File: config.mk
export PLATFORM = sky130hd
export DESIGN_NAME = seg_block_mover
export DESIGN_NICKNAME = d
export VERILOG_FILES = /design/src/rtl/blkmv_pkg.sv /design/src/rtl/blkmv_count_decode.sv /design/src/rtl/blkmv_addr_step.sv /design/src/rtl/blkmv_lane_route.sv /design/src/rtl/seg_block_mover.sv
export SDC_FILE = /design/constraint.sdc
export NUM_CORES = 1
export LEC_CHECK = 0
export ABC_AREA = 0
export BUFFER_PORTS_ARGS = -buffer_cell sky130_fd_sc_hd__buf_2
export CAP_MARGIN = 20
export CORE_UTILIZATION = 59
export DETAILED_ROUTE_END_ITERATION = 10
export PLACE_DENSITY = 0.87
export SLEW_MARGIN = 15
export SYNTH_ARGS = -nofsm -noshare
export SYNTH_HDL_FRONTEND = slang
export SYNTH_HIERARCHICAL = 1
export SYNTH_SLANG_ARGS = --single-unit
File: constraint.sdc
create_clock -name clk_i -period 6.4 [get_ports clk_i]
set_input_delay 0 -clock clk_i [delete_from_list [all_inputs] [get_ports clk_i]]
set_output_delay 0 -clock clk_i [all_outputs]
set_load 0.005 [all_outputs]
File: src/rtl/blkmv_pkg.sv
package blkmv_pkg;
    typedef enum logic [1:0] {
        ST_IDLE  = 2'd0,
        ST_READ  = 2'd1,
        ST_WRITE = 2'd2,
        ST_FILL  = 2'd3
    } blkmv_state_e;
endpackage

File: src/rtl/blkmv_count_decode.sv
module blkmv_count_decode #(
    parameter int CNT_W = 16
) (
    input  logic [CNT_W-1:0] count_i,
    output logic             is_fill_o,
    output logic             is_zero_o,
    output logic [CNT_W-1:0] mag_o
);
    // The sign bit selects fill. The two's complement magnitude of the most
    // negative value is still correct when read as unsigned.
    always_comb begin
        is_fill_o = count_i[CNT_W-1];
        is_zero_o = (count_i == '0);
        mag_o     = is_fill_o ? ((~count_i) + CNT_W'(1)) : count_i;
    end
endmodule

File: src/rtl/blkmv_addr_step.sv
module blkmv_addr_step #(
    parameter int ADDR_W = 16
) (
    input  logic [ADDR_W-1:0] addr_i,
    input  logic              byte_mode_i,
    output logic [ADDR_W-1:0] addr_o
);
    // The add is truncated to ADDR_W, so the offset wraps within its segment.
    always_comb begin
        addr_o = addr_i + (byte_mode_i ? ADDR_W'(1) : ADDR_W'(2));
    end
endmodule

File: src/rtl/blkmv_lane_route.sv
module blkmv_lane_route (
    input  logic        byte_mode_i,
    input  logic        fill_mode_i,
    input  logic        src_lsb_i,
    input  logic        dst_lsb_i,
    input  logic [15:0] rdata_i,
    input  logic [15:0] fill_i,
    output logic [15:0] wdata_o,
    output logic [1:0]  be_o
);
    logic [7:0]  byte_pick;
    logic [15:0] word_pick;

    always_comb begin
        word_pick = fill_mode_i ? fill_i : rdata_i;
        if (fill_mode_i) begin
            byte_pick = fill_i[7:0];
        end else begin
            byte_pick = src_lsb_i ? rdata_i[15:8] : rdata_i[7:0];
        end
        if (byte_mode_i) begin
            wdata_o = {byte_pick, byte_pick};
            be_o    = dst_lsb_i ? 2'b10 : 2'b01;
        end else begin
            wdata_o = word_pick;
            be_o    = 2'b11;
        end
    end
endmodule

File: src/rtl/seg_block_mover.sv
module seg_block_mover
    import blkmv_pkg::*;
#(
    parameter int SEG_W  = 8,
    parameter int ADDR_W = 16
) (
    input  logic              clk_i,
    input  logic              rst_ni,
    input  logic              start_i,
    input  logic              byte_mode_i,
    input  logic [SEG_W-1:0]  data_seg_i,
    input  logic [SEG_W-1:0]  dst_seg_i,
    input  logic [ADDR_W-1:0] src_off_i,
    input  logic [ADDR_W-1:0] dst_off_i,
    input  logic [ADDR_W-1:0] count_i,
    input  logic [15:0]       fill_value_i,
    output logic              busy_o,
    output logic              done_o,
    output logic [SEG_W-1:0]  mem_seg_o,
    output logic [ADDR_W-1:0] mem_addr_o,
    output logic              mem_rd_o,
    output logic              mem_wr_o,
    output logic [1:0]        mem_be_o,
    output logic [15:0]       mem_wdata_o,
    input  logic [15:0]       mem_rdata_i
);
    localparam int CNT_W = ADDR_W;

    typedef struct packed {
        blkmv_state_e      st;
        logic              byte_mode;
        logic [SEG_W-1:0]  src_seg;
        logic [SEG_W-1:0]  dst_seg;
        logic [ADDR_W-1:0] src;
        logic [ADDR_W-1:0] dst;
        logic [CNT_W-1:0]  rem;
        logic [15:0]       fill;
        logic              done;
    } blkmv_regs_t;

    blkmv_regs_t r_q, r_d;

    logic              cnt_is_fill, cnt_is_zero;
    logic [CNT_W-1:0]  cnt_mag;
    logic [ADDR_W-1:0] src_next, dst_next;
    logic              last_elem;

    blkmv_count_decode #(.CNT_W(CNT_W)) i_count (
        .count_i   (count_i),
        .is_fill_o (cnt_is_fill),
        .is_zero_o (cnt_is_zero),
        .mag_o     (cnt_mag)
    );

    blkmv_addr_step #(.ADDR_W(ADDR_W)) i_src_step (
        .addr_i      (r_q.src),
        .byte_mode_i (r_q.byte_mode),
        .addr_o      (src_next)
    );

    blkmv_addr_step #(.ADDR_W(ADDR_W)) i_dst_step (
        .addr_i      (r_q.dst),
        .byte_mode_i (r_q.byte_mode),
        .addr_o      (dst_next)
    );

    blkmv_lane_route i_lane (
        .byte_mode_i (r_q.byte_mode),
        .fill_mode_i (r_q.st == ST_FILL),
        .src_lsb_i   (r_q.src[0]),
        .dst_lsb_i   (r_q.dst[0]),
        .rdata_i     (mem_rdata_i),
        .fill_i      (r_q.fill),
        .wdata_o     (mem_wdata_o),
        .be_o        (mem_be_o)
    );

    assign last_elem = (r_q.rem == CNT_W'(1));

    always_comb begin
        r_d      = r_q;
        r_d.done = 1'b0;
        unique case (r_q.st)
            ST_IDLE: begin
                if (start_i) begin
                    r_d.byte_mode = byte_mode_i;
                    r_d.src_seg   = data_seg_i;
                    r_d.dst_seg   = dst_seg_i;
                    r_d.src       = src_off_i;
                    r_d.dst       = dst_off_i;
                    r_d.rem       = cnt_mag;
                    r_d.fill      = fill_value_i;
                    if (cnt_is_zero) begin
                        r_d.done = 1'b1;
                    end else if (cnt_is_fill) begin
                        r_d.st = ST_FILL;
                    end else begin
                        r_d.st = ST_READ;
                    end
                end
            end
            ST_READ: begin
                r_d.st = ST_WRITE;
            end
            ST_WRITE: begin
                r_d.src = src_next;
                r_d.dst = dst_next;
                r_d.rem = r_q.rem - CNT_W'(1);
                if (last_elem) begin
                    r_d.st   = ST_IDLE;
                    r_d.done = 1'b1;
                end else begin
                    r_d.st = ST_READ;
                end
            end
            ST_FILL: begin
                r_d.dst = dst_next;
                r_d.rem = r_q.rem - CNT_W'(1);
                if (last_elem) begin
                    r_d.st   = ST_IDLE;
                    r_d.done = 1'b1;
                end
            end
            default: r_d.st = ST_IDLE;
        endcase
    end

    always_ff @(posedge clk_i or negedge rst_ni) begin
        if (!rst_ni) begin
            r_q <= '0;
        end else begin
            r_q <= r_d;
        end
    end

    always_comb begin
        busy_o     = (r_q.st != ST_IDLE);
        done_o     = r_q.done;
        mem_rd_o   = (r_q.st == ST_READ);
        mem_wr_o   = (r_q.st == ST_WRITE) || (r_q.st == ST_FILL);
        mem_seg_o  = mem_rd_o ? r_q.src_seg : r_q.dst_seg;
        mem_addr_o = mem_rd_o ? r_q.src : r_q.dst;
    end

    // the strobes are exclusive.
    a_r9_strobe_exclusive: assert property (@(posedge clk_i) disable iff (!rst_ni)
        !(mem_rd_o && mem_wr_o));

    // every read is followed by a write in the next cycle.
    a_r2_read_then_write: assert property (@(posedge clk_i) disable iff (!rst_ni)
        mem_rd_o |=> mem_wr_o);

    // back-to-back fill writes advance the offset by one element.
    a_r4_fill_step: assert property (@(posedge clk_i) disable iff (!rst_ni)
        (r_q.st == ST_FILL && $past(r_q.st == ST_FILL))
        |-> (mem_addr_o == $past(mem_addr_o) + (r_q.byte_mode ? ADDR_W'(1) : ADDR_W'(2))));

    // a zero count finishes at once without going busy.
    a_r5_zero_count: assert property (@(posedge clk_i) disable iff (!rst_ni)
        (start_i && !busy_o && count_i == '0) |=> (done_o && !busy_o));

    // a start request during a run leaves the latched fill value alone.
    a_r7_start_ignored: assert property (@(posedge clk_i) disable iff (!rst_ni)
        (busy_o && start_i) |=> $stable(r_q.fill));

    // done is never raised while the engine is still busy.
    a_r8_done_idle: assert property (@(posedge clk_i) disable iff (!rst_ni)
        done_o |-> !busy_o);
endmodule

---- Word level (Yosys, flattened, before mapping) ----
Index checks and enable logic that the tools add are counted.
storage, ports and cells
  register bits after elaboration ......... 84
  input bits .............................. 100
  output and inout bits ................... 46
  logic and storage cells ................. 53
operators by class
  $add $sub $neg .......................... 4
  eq/ne operators ......................... 7
  multiplexer cells ....................... 21
  bitwise operators ....................... 1
  reductions and logical operators ........ 11
operators by type and width
  operator                                              count
  2-to-1 mux 84 bit                                     1
  2-to-1 mux 16 bit                                     4
  case mux 32 bit (2 select lines)                      1
  adder 16 bit                                          2
  case mux 16 bit (2 select lines)                      1
  2-to-1 mux 8 bit                                      3
  adder 16 x 1 -> 16 bit, second input constant         1
  equality test 16 x 1 -> 1 bit, second input constant  1
  zero test 16 bit                                      1
  inverter 16 bit                                       1
  subtractor 16 x 1 -> 16 bit, second input constant    1
  2-to-1 mux 2 bit                                      6
  case mux 2 bit (4 select lines)                       1
  inequality test 2 bit, second input constant          3
  AND reduction 2 bit                                   3
  nonzero test 2 bit                                    3
  equality test 2 bit, second input constant            2
  2-to-1 mux 1 bit                                      3
  AND reduction 3 bit                                   1
  equality test 2 x 1 -> 1 bit, second input constant   1
  zero test 2 bit                                       1
  case mux 1 bit (2 select lines)                       1
  OR reduction 2 bit                                    1
  logical OR 1 bit                                      1

---- Longest topological paths before layout ----
Gate-level depths: netlist of the first run.
  depth after elaboration ................. 5
  depth in mapped cells ................... 8
  gate-level depth less buffers ........... 8

---- Modules after synthesis ----
The synthesis of the first run kept the hierarchy.
by module, submodules not included
  module              times used  cells each  area an instance (um^2)
  seg_block_mover     1           446         4125.2
  blkmv_addr_step     2           40          336.6
  blkmv_lane_route    1           79          598.1
  blkmv_count_decode  1           51          424.2

---- Worst setup path after synthesis of the first run ----
No wires, ideal clock.
  path type ............................... register -> register
  start point ............................. register r_q[49] in the netlist's numbering
  end point ............................... register r_q[57] in the netlist's numbering
  setup time .............................. 0.133 ns
  data arrival time ....................... 1.895 ns
  required time ........................... 6.267 ns
  path slack .............................. 4.372 ns
  stages on the path, launching flop included .. 9
  cell sequence ........................... dfrtp_1 > ha_1 > fa_1 > nand3_1 > nor2_1 > and3_1 > xor2_1 > a22oi_1 > o21ai_0
on the way
  cells in the longest elaborated chain, start to end .. 2
ends and longest elaborated chain
  item                              line                    RTL
  from (decl)                       seg_block_mover.sv:41   blkmv_regs_t r_q, r_d;
  from (signal assigned)            seg_block_mover.sv:132  r_q <= r_d;
  adder 16 bit                      blkmv_addr_step.sv:10   addr_o = addr_i + (byte_mode_i ? ADDR_W'(1) : ADDR_W'(2));
  net src_next[8]                   seg_block_mover.sv:45   logic [ADDR_W-1:0] src_next, dst_next;
  case mux 16 bit (2 select lines)  seg_block_mover.sv:83   unique case (r_q.st)
The timed path passes the listed nets, and every way through them passes these cells.
A chain may end at the register's enable or synchronous reset.

---- Worst setup path in the final report of the first run ----
  start point ............................. register r_q[81] in the netlist's numbering
  end point ............................... register r_q[57] in the netlist's numbering
on the way
  cells in the longest elaborated chain, start to end .. 3
ends and longest elaborated chain
  item                              line
  2-to-1 mux 2 bit                  blkmv_addr_step.sv:10
  adder 16 bit                      blkmv_addr_step.sv:10
  net src_next[8]                   seg_block_mover.sv:45
  case mux 16 bit (2 select lines)  seg_block_mover.sv:83
The timed path passes the listed nets, and every way through them passes these cells.

==> metrics.cfg, run 1 <==
[clocking]
post-cts-setup-buffer-count = 0
numCtsBuffers = 9
clockRootBuffer = clkbuf_8
clkTransAtPathRegs_ns = 0.11
cts_resized = 0
clock_sinks = 84
clk_path_buf_depth = 2
cts_tree = done
insertion_delay_ns = 0.37
h-tree-depth = 3
hold_buffers = 70

[pwr]
ir_drop_uv = 147
leakage_nw = 3.58
cellPowerDensity_nw_per_um2 = 205

[global_route]
gr-total-overflow = 0
grt_pass1_vias = 5595
grt_max_degree = 85
antenna_found_initial = 0
grtUsageTotal_pct = 33.1
grt_pass1_wl_mm = 26.6

[final_layout]
nNetsFinal = 954
n_antenna_cell = 0
syn2layout_area_growth_pct = 28.6
instances_no_fill = 979
drive_gt1_share_pct = 27.3
nFillCells = 602
final_util_pct = 79.5

[worst_setup_path]
cp_cell_sequence = inv_1 > fa_1 > nand3_1 > nor2_1 > and3_1 > xor2_1 > a22oi_1 > o21ai_0
critPathBufInv = 1
path_class = register to register
crit_family = flip-flops
startpoint_type = register
cp_slowest_cell = dfrtp_1
cp_max_fo = 33
critPathMaxStageDelay_ns = 1.08
arrival_ns = 3.14
critPathRequiredTime_ns = 6.63
cp-end-kind = register

[synthesis]
avgSynthCellArea_um2 = 8.87
synth_nets = 765
yosysWarningCount = 6
postSynthCellCount = 656
synth-seq-cells = 84
async_flop_share_pct = 100
synth_top_area_share_pct = 36.1
yosysSeqAreaShare_pct = 36.1
syn_area_um2 = 5820
synth_cell_types = 60
synth_area_leader_cell = dfrtp_1
netlist_top_cells_count = 178 x nand2_1, 84 x dfrtp_1, 31 x mux2_2, 31 x o21ai_0, 31 x xnor2_1
synthFlopType = dfrtp_1
yosysMostFrequentCell = nand2_1
synth_area_leaders = dfrtp_1 36%, nand2_1 11%, mux2_2 6.0%
synth-edff-count = 0

[drt]
wl_per_cell_um = 16.7
wl_met3_mm = 1.06
vias = 5742
dr.first_iter.drc_count = 377
wl_mm = 16.4
met1Wirelength_mm = 6.78
drc = 0
vias_per_cell = 5.87
met2WireLength_mm = 8.25
ant_nets = 0
top_layer = met4
drt_first_pass_iters = 5

[place]
globalplace.congestion = 0.904
hpwl_mm = 10.8
dpl_worst_slack_ns = 3.58
placement.io_buffers = 145
post-place-cells = 891

[floorplanning]
core.rowCount = 35
die-height_um = 101
coreArea_um2 = 9420
ios = 146
initial_utilization_pct = 61.8
die_w_um = 101
die_area_um2 = 10300

[sta]
slew_headroom_pct = 27.3
rsz0062_at_grt = no
finalCriticalPeriod_ns = 2.91
hold_ws_ns = 0.0132
finalCritPeriodShare_pct = 45.4
fin_ws_ns = 3.49
setup_tns_ns = 0
fmax_ghz = 0.344
worst_slew_pin_slew_ns = 1.09
hold_viol_final = 0
fin_skew_ns = 0.0221
drv_slew = 0
setup_viol = 0

[run]
maxCapViolCount = 0

[status]
outcome = complete, no violations

[min_path]
hp-class = primary input to register

layer usage:
metal | vias up | GRT usage, %
met5 | - | 0
met4 | 0 | 11.3
met3 | 28 | 5.31
li1 | 2679 | -
met2 | 274 | 57.4
met1 | 2761 | 42.2
cells by family (layout without fill, tap and decap cells):
kind of cell / after synthesis / count (layout) / synth area share [%]
fa+ha+maj: 9 / 9 / 2.19
xor+xnor: 41 / 41 / 6.17
compound gates: 108 / 108 / 13.8
flops: 84 / 84 / 36.1
simple gates: 308 / 308 / 28.0
mux: 48 / 48 / 9.01
buf+inv: 58 / 252 / 4.69
power breakdown:
part           total [W]  internal (W)  switching, W
clock           0.000376      0.000154      0.000222
sequential      0.000735      0.000605      0.000129
combinational   0.000427      0.000228      0.000199
cells in the final DEF, fill, tap and decap left out, types with 3 or more instances in the layout:
cell / instances
nor2_1: 17
clkbuf_8: 9
xor2_1: 10
nand4_1: 3
buf_4: 7
o31ai_1: 5
nor4bb_1: 8
and3_1: 6
ha_1: 7
mux2_2: 31
nand2_1: 178
inv_1: 13
a221o_1: 8
nor3_1: 4
dlygate4sd3_1: 70
a21oi_1: 8
nand2b_1: 12
o21ai_0: 31
or4_1: 6
dfrtp_1: 84
or3_1: 4
nor2b_1: 15
buf_2: 144
o211ai_1: 15
a21o_1: 3
nand3_1: 19
nor4_4: 5
a22oi_1: 17
o311ai_0: 5
mux2i_1: 16
nand4b_1: 8
xnor2_1: 31
o41ai_2: 4
or2_2: 3
worst min-delay path, delay by kind of cell:
family	cells	cell delay (ns)
simple gates	2	0.14
xor+xnor	1	0.07
buf+inv	1	0.12
per-stage QoR:
| step | instance area (um2) | total power, W |
|---|---|---|
| 2_1_floorplan | 5820 | 0.000975 |
| 3_5_place_dp | 6540 | 0.00113 |
| 6_report | 7490 | 0.00154 |
| 5_1_grt | 7490 | 0.00163 |
| 4_1_cts | 7440 | 0.00154 |
| 3_3_place_gp | 6540 | 0.00110 |
final timing paths:
| path | startpoint | to | slack [ns] | depth (start not counted) |
|---|---|---|---|---|
| min reg2reg | r_q[14] | r_q[14] | 0.48 | 2 |
| max reg2reg | r_q[81] | r_q[57] | 3.49 | 8 |
| min in group asynchronous | rst_ni | r_q[75] | 0.05 | 2 |
| max in group asynchronous | rst_ni | r_q[32] | 5.73 | 3 |
| max | r_q[81] | r_q[57] | 3.49 | 8 |
| min | count_i[3] | r_q[20] | 0.01 | 4 |
final cells by class:
class	count	area [um2]	share of cell area (%)
multi-input combinational	514	3450	46.1
sequential	84	2100	28.1
timing repair buffer	223	1520	20.3
tap	129	161	2.16
clock buffer	9	124	1.65
clock inverter	7	78.8	1.05
inverter	13	48.8	0.652
flip-flops by register name, summed over array words and instances (netlist names):
name / flops
done_o: 1
r_q: 83
Power figures use the tool's default switching activity.
==> run 2: changes to the inputs <==
--- a/config.mk
+++ b/config.mk
@@ -8,9 +8,9 @@
 export ABC_AREA = 0
 export BUFFER_PORTS_ARGS = -buffer_cell sky130_fd_sc_hd__buf_2
 export CAP_MARGIN = 20
-export CORE_UTILIZATION = 59
+export CORE_UTILIZATION = 49
 export DETAILED_ROUTE_END_ITERATION = 10
-export PLACE_DENSITY = 0.87
+export PLACE_DENSITY = 0.77
 export SLEW_MARGIN = 15
 export SYNTH_ARGS = -nofsm -noshare
 export SYNTH_HDL_FRONTEND = slang
==> constraint.sdc (replaced) <==
create_clock -name clk_i -period 2.4 [get_ports clk_i]
set_input_delay 0 -clock clk_i [delete_from_list [all_inputs] [get_ports clk_i]]
set_output_delay 0 -clock clk_i [all_outputs]
set_load 0.005 [all_outputs]
==> run 2 against run 1 <==
- the run now ends with DRC, hold timing left
- sequential power increased to 2.7 times the previous value
- total power grew to 2.9 times the previous value
- setup slack lost 3.3 ns
- core utilization fell by 14 points
- cell area increased by 0.30%
- clock skew is 0.010 ns lower
- first-iteration DRC count increased by 24%
- clock-buffer cell count unchanged
- flip-flop and latch count unchanged
- cell count grew 0.82%
- combinational power grew to 2.6 times the previous value
- wire length shrank 4.0%
- critical path type unchanged
- largest power group unchanged
- highest routed layer unchanged
==> metrics.cfg, run 2 (synthesis results as in run 1) <==
[final_layout]
instances_no_fill = 987  ; was 979
final_common_cell = nand2_1  ; unchanged
drive_gt1_share_pct = 28.2  ; was 27.3%
regMostFlops = r_q  ; unchanged
n_antenna_cell = 0  ; unchanged
largest_reg_flops = 83  ; unchanged
nNetsFinal = 948  ; was 954
final_cell_mix = 178 x nand2_1, 144 x buf_2, 84 x dfrtp_1  ; unchanged
syn2layout_area_growth_pct = 29.0  ; was 28.6%

[floorplanning]
initial_utilization_pct = 50.5  ; was 61.8%
core.rowCount = 39  ; was 35
die-height_um = 111  ; was 101 um
coreArea_um2 = 11500  ; was 9420 um2
die_area_um2 = 12300  ; was 10300 um2
die_w_um = 111  ; was 101 um
ios = 146  ; unchanged

[place]
dpl_worst_slack_ns = 0.173  ; was 3.58 ns
globalplace.congestion = 0.877  ; was 0.904
placement.io_buffers = 145  ; unchanged
post-place-cells = 913  ; was 891
hpwl_mm = 11.1  ; was 10.8 mm

[sta]
rsz0062_at_grt = no  ; unchanged
slew_headroom_pct = 42.8  ; was 27.3%
setup_tns_ns = 0  ; unchanged
hold_ws_ns = -0.000463  ; was 0.0132 ns
finalCritPeriodShare_pct = 91.5  ; was 45.4%
fin_ws_ns = 0.203  ; was 3.49 ns
fin_skew_ns = 0.0118  ; was 0.0221 ns
hold_viol_final = 1  ; was 0
fmax_ghz = 0.455  ; was 0.344 GHz
setup_viol = 0  ; unchanged
worst_slew_pin_slew_ns = 0.854  ; was 1.09 ns
finalCriticalPeriod_ns = 2.20  ; was 2.91 ns
drv_slew = 0  ; unchanged

[worst_setup_path]
worstSetupStartpoint = r_q[81]  ; unchanged
critPathBufInv = 0  ; was 1
cp-end-kind = register  ; unchanged
arrival_ns = 2.39  ; was 3.14 ns
startpoint_type = register  ; unchanged
r2r_start = r_q[81]  ; unchanged
critPathMaxStageDelay_ns = 0.47  ; was 1.08 ns
cp_slowest_cell = dfrtp_1  ; unchanged
crit_family = adder cells  ; was flip-flops
cp_cell_sequence = ha_1 > fa_1 > nand3_1 > nor2_1 > and3_1 > xor2_1 > a22oi_1 > o21ai_0  ; was inv_1 > fa_1 > nand3_1 > nor2_1 > and3_1 > xor2_1 > a22oi_1 > o21ai_0
cp_max_fo = 7  ; was 33
critPathRequiredTime_ns = 2.59  ; was 6.63 ns
path_class = register to register  ; unchanged

[global_route]
grt_pass1_wl_mm = 26.1  ; was 26.6 mm
grt_max_degree = 49  ; was 85
grtUsageTotal_pct = 25.9  ; was 33.1%
antenna_found_initial = 0  ; unchanged
grt_pass1_vias = 5436  ; was 5595
gr-total-overflow = 0  ; unchanged

[min_path]
hp-class = primary input to register  ; unchanged
holdCritStartpoint = dst_off_i[5]  ; was count_i[3]

[clocking]
cts_tree = done  ; unchanged
clk_path_buf_depth = 2  ; unchanged
clockRootBuffer = clkbuf_16  ; was clkbuf_8
numCtsBuffers = 9  ; unchanged
clkTransAtPathRegs_ns = 0.06  ; was 0.11 ns
h-tree-depth = 3  ; unchanged
clock_sinks = 84  ; unchanged
insertion_delay_ns = 0.34  ; was 0.37 ns
post-cts-setup-buffer-count = 0  ; unchanged

[drt]
dr.first_iter.drc_count = 469  ; was 377
vias_per_cell = 5.58  ; was 5.87
ant_nets = 0  ; unchanged
drt_first_pass_iters = 8  ; was 5
wl_per_cell_um = 15.9  ; was 16.7 um
vias = 5506  ; was 5742
drc = 28  ; was 0
wl_mm = 15.7  ; was 16.4 mm

[status]
violations = DRC, hold timing
outcome = complete, but fails checks  ; was complete, no violations

[pwr]
ir_drop_uv = 381  ; was 147 uV
leakage_nw = 3.59  ; was 3.58 nW
cellPowerDensity_nw_per_um2 = 585  ; was 205 nW/um2

[run]
maxCapViolCount = 0  ; unchanged

## run 2: layout make-up
cell class	count	area, um2
multi-input combinational	514	3460
sequential	84	2100
clock buffer	9	225
timing repair buffer	217	1440
fill	921	4010
tap	143	179
inverter	13	48.8
clock inverter	7	58.8
## run 2: worst paths after layout
path | endpoint | slack (ns) | cells past startpoint
setup / recovery | r_q[57] | 0.20 | 8
hold / removal | r_q[38] | -0.0005 | 3
setup reg to reg | r_q[57] | 0.20 | 8
hold reg to reg | r_q[11] | 0.47 | 2
max in group asynchronous | r_q[15] | 1.60 | 3
min in group asynchronous | r_q[56] | 0.18 | 2
## run 2: per-stage QoR
stage | util (%) | instance area [um2] | power (W)
2_1_floorplan | - | 5820 | 0.00260
3_5_place_dp | 57.7 | 6640 | 0.00302
6_report | 65.2 | 7510 | 0.00439
5_1_grt | 65.2 | 7510 | 0.00464
4_1_cts | 65.2 | 7510 | 0.00442
3_3_place_gp | 57.7 | 6640 | 0.00297
## run 2: where the power goes
part	total (W)	internal, W	switching (W)
clock network	0.00132	0.000714	0.000603
registers	0.00195	0.00162	0.000330
logic	0.00113	0.000597	0.000532
## run 2: worst register-to-register path, delay by kind of cell (launching register included)
kind,cells,cell delay [ns]
compound gates,2,0.26
xor+xnor,1,0.14
fa+ha+maj,2,0.71
flops,1,0.47
simple gates,3,0.48
## run 2: timing repair
item | 4_1_cts | 5_1_grt
resized for setup | 0 | 0
hold buffers | 58 | 0
hold endpoints to repair | 94 | 0
## run 2: routing by layer
metal	track usage (%)	wire length [um]	part of all wire [%]
met5	0	0	0
met1	34.3	6870	44
met3	2.79	892	5.7
met4	6.39	156	0.99
met2	45.3	7800	50
==> run 3: changes to the inputs <==
--- a/config.mk
+++ b/config.mk
@@ -11,6 +11,7 @@
 export CORE_UTILIZATION = 49
 export DETAILED_ROUTE_END_ITERATION = 10
 export PLACE_DENSITY = 0.77
+export REMOVE_ABC_BUFFERS = 1
 export SLEW_MARGIN = 15
 export SYNTH_ARGS = -nofsm -noshare
 export SYNTH_HDL_FRONTEND = slang
==> run 3 against run 2 <==
- the flow finishes with violations (DRC)
- sequential share of layout area fell by 0.35 points
- via count is 2.8% higher
- non-clock buffer count rose by 10
- global-route usage increased by 1.2 points
- die area is the same
- highest routed layer unchanged
==> metrics.cfg, run 3 (synthesis results as in run 1) <==
[global_route]
grt_max_degree = 54  ; was 49
grtUsageTotal_pct = 27.1  ; was 25.9%
grt_pass1_wl_mm = 27.2  ; was 26.1 mm
gr-total-overflow = 0  ; unchanged
grt_pass1_vias = 5700  ; was 5436
antenna_found_initial = 0  ; unchanged

[sta]
rsz0062_at_grt = no  ; unchanged
fin_ws_ns = 0.265  ; was 0.203 ns
fmax_ghz = 0.468  ; was 0.455 GHz
hold_ws_ns = 0.0314  ; was -0.000463 ns
worst_slew_pin_slew_ns = 0.870  ; was 0.854 ns
setup_viol = 0  ; unchanged
fin_skew_ns = 0.00616  ; was 0.0118 ns
setup_tns_ns = 0  ; unchanged
slew_headroom_pct = 41.8  ; was 42.8%
finalCriticalPeriod_ns = 2.13  ; was 2.20 ns
drv_slew = 0  ; unchanged
hold_viol_final = 0  ; was 1
finalCritPeriodShare_pct = 88.9  ; was 91.5%

[place]
dpl_worst_slack_ns = 0.262  ; was 0.173 ns
placement.io_buffers = 145  ; unchanged
hpwl_mm = 10.5  ; was 11.1 mm
globalplace.congestion = 0.887  ; was 0.877

[drt]
wl_per_cell_um = 16.2  ; was 15.9 um
drc = 28  ; unchanged
wl_mm = 16.2  ; was 15.7 mm
dr.first_iter.drc_count = 454  ; was 469
drt_first_pass_iters = 8  ; unchanged
vias = 5662  ; was 5506
ant_nets = 0  ; unchanged
vias_per_cell = 5.68  ; was 5.58

[floorplanning]
coreArea_um2 = 11500  ; unchanged
die_w_um = 111  ; unchanged
initial_utilization_pct = 50.5  ; unchanged
core.rowCount = 39  ; unchanged
ios = 146  ; unchanged
die-height_um = 111  ; unchanged
die_area_um2 = 12300  ; unchanged

[min_path]
hp-class = primary input to register  ; unchanged
whs_path_depth = 4  ; was 3

[final_layout]
final_util_pct = 66.1  ; was 65.2%
final_cell_mix = 178 x nand2_1, 144 x buf_2, 83 x dfrtp_1  ; was 178 x nand2_1, 144 x buf_2, 84 x dfrtp_1
largest_reg_flops = 83  ; unchanged
syn2layout_area_growth_pct = 30.7  ; was 29.0%
nFillCells = 912  ; was 921
n_antenna_cell = 0  ; unchanged
regMostFlops = r_q  ; unchanged
drive_gt1_share_pct = 28.1  ; was 28.2%
final_common_cell = nand2_1  ; unchanged
seq_area_um2 = 2100  ; about the same
nNetsFinal = 958  ; was 948
multi_input_area_um2 = 3450  ; was 3460 um2

[clocking]
numCtsBuffers = 9  ; unchanged
cts_resized = 0  ; unchanged
post-cts-setup-buffer-count = 0  ; unchanged
cts_tree = done  ; unchanged
clk_path_buf_depth = 2  ; unchanged
clkTransAtPathRegs_ns = 0.06  ; about the same
clock_sinks = 84  ; unchanged
h-tree-depth = 3  ; unchanged
insertion_delay_ns = 0.34  ; about the same
hold_buffers = 66  ; was 58
clockRootBuffer = clkbuf_16  ; unchanged

[worst_setup_path]
path_class = register to register  ; unchanged
cp_cell_sequence = ha_1 > fa_1 > nand3_1 > nor2_1 > and3_1 > xor2_1 > a22oi_1 > o21ai_0  ; unchanged
r2r_cells = 8  ; unchanged
cp_slowest_cell = dfrtp_1  ; unchanged
cp_max_fo = 5  ; was 7
cp-end-kind = register  ; unchanged
startpoint_type = register  ; unchanged
arrival_ns = 2.35  ; was 2.39 ns
critPathRequiredTime_ns = 2.61  ; was 2.59 ns
critPathMaxStageDelay_ns = 0.44  ; was 0.47 ns

[pwr]
cellPowerDensity_nw_per_um2 = 590  ; was 585 nW/um2
leakage_nw = 3.64  ; was 3.59 nW
ir_drop_uv = 401  ; was 381 uV

[status]
outcome = complete, but fails checks  ; unchanged
violations = DRC  ; was DRC, hold timing

[run]
maxCapViolCount = 0  ; unchanged

run 3: metrics by stage:
| stage | instances | total power (W) | area (um2) |
|---|---|---|---|
| 3_3_place_gp | 915 | 0.00293 | 6650 |
| 3_5_place_dp | 915 | 0.00299 | 6650 |
| 4_1_cts | 997 | 0.00449 | 7610 |
| 6_report | 997 | 0.00449 | 7610 |
| 2_1_floorplan | 611 | 0.00257 | 5600 |
| 5_1_grt | 997 | 0.00475 | 7610 |
run 3: power breakdown:
part / internal (W) / total, W / switching (W)
sequential: 0.00162 / 0.00193 / 0.000309
combinational: 0.000608 / 0.00116 / 0.000553
clock: 0.000812 / 0.00140 / 0.000592
run 3: layout make-up:
type	instances	area share [%]
clock buffer	9	2.96
clock inverter	7	1.02
inverter	13	0.641
multi-input combinational	514	45.4
sequential	84	27.6
tap	143	2.35
timing repair buffer	227	20.0
run 3: critical path: cells and delay by family, from the launching register on:
family,cells,cell delay [ns]
xor gates and xnor gates,1,0.14
adders and majority gates,2,0.70
AOI/OAI and AO/OA,2,0.24
DFF,1,0.44
and+or+nand+nor,3,0.50
run 3: final timing paths:
path	from	end	slack [ns]
min reg2reg	r_q[14]	r_q[14]	0.47
max	r_q[81]	r_q[57]	0.27
min in group asynchronous	rst_ni	r_q[2]	0.23
min	count_i[11]	r_q[28]	0.03
max in group asynchronous	rst_ni	r_q[38]	1.52
max reg2reg	r_q[81]	r_q[57]	0.27
run 3: metal layers:
| metal | track usage (%) | routed length (um) | vias to the layer above |
|---|---|---|---|
| li1 | - | - | 2679 |
| met1 | 33.7 | 6800 | 2727 |
| met2 | 46.6 | 8140 | 224 |
| met3 | 5.19 | 857 | 32 |
| met4 | 10.3 | 348 | 0 |
| met5 | 0 | 0 | - |
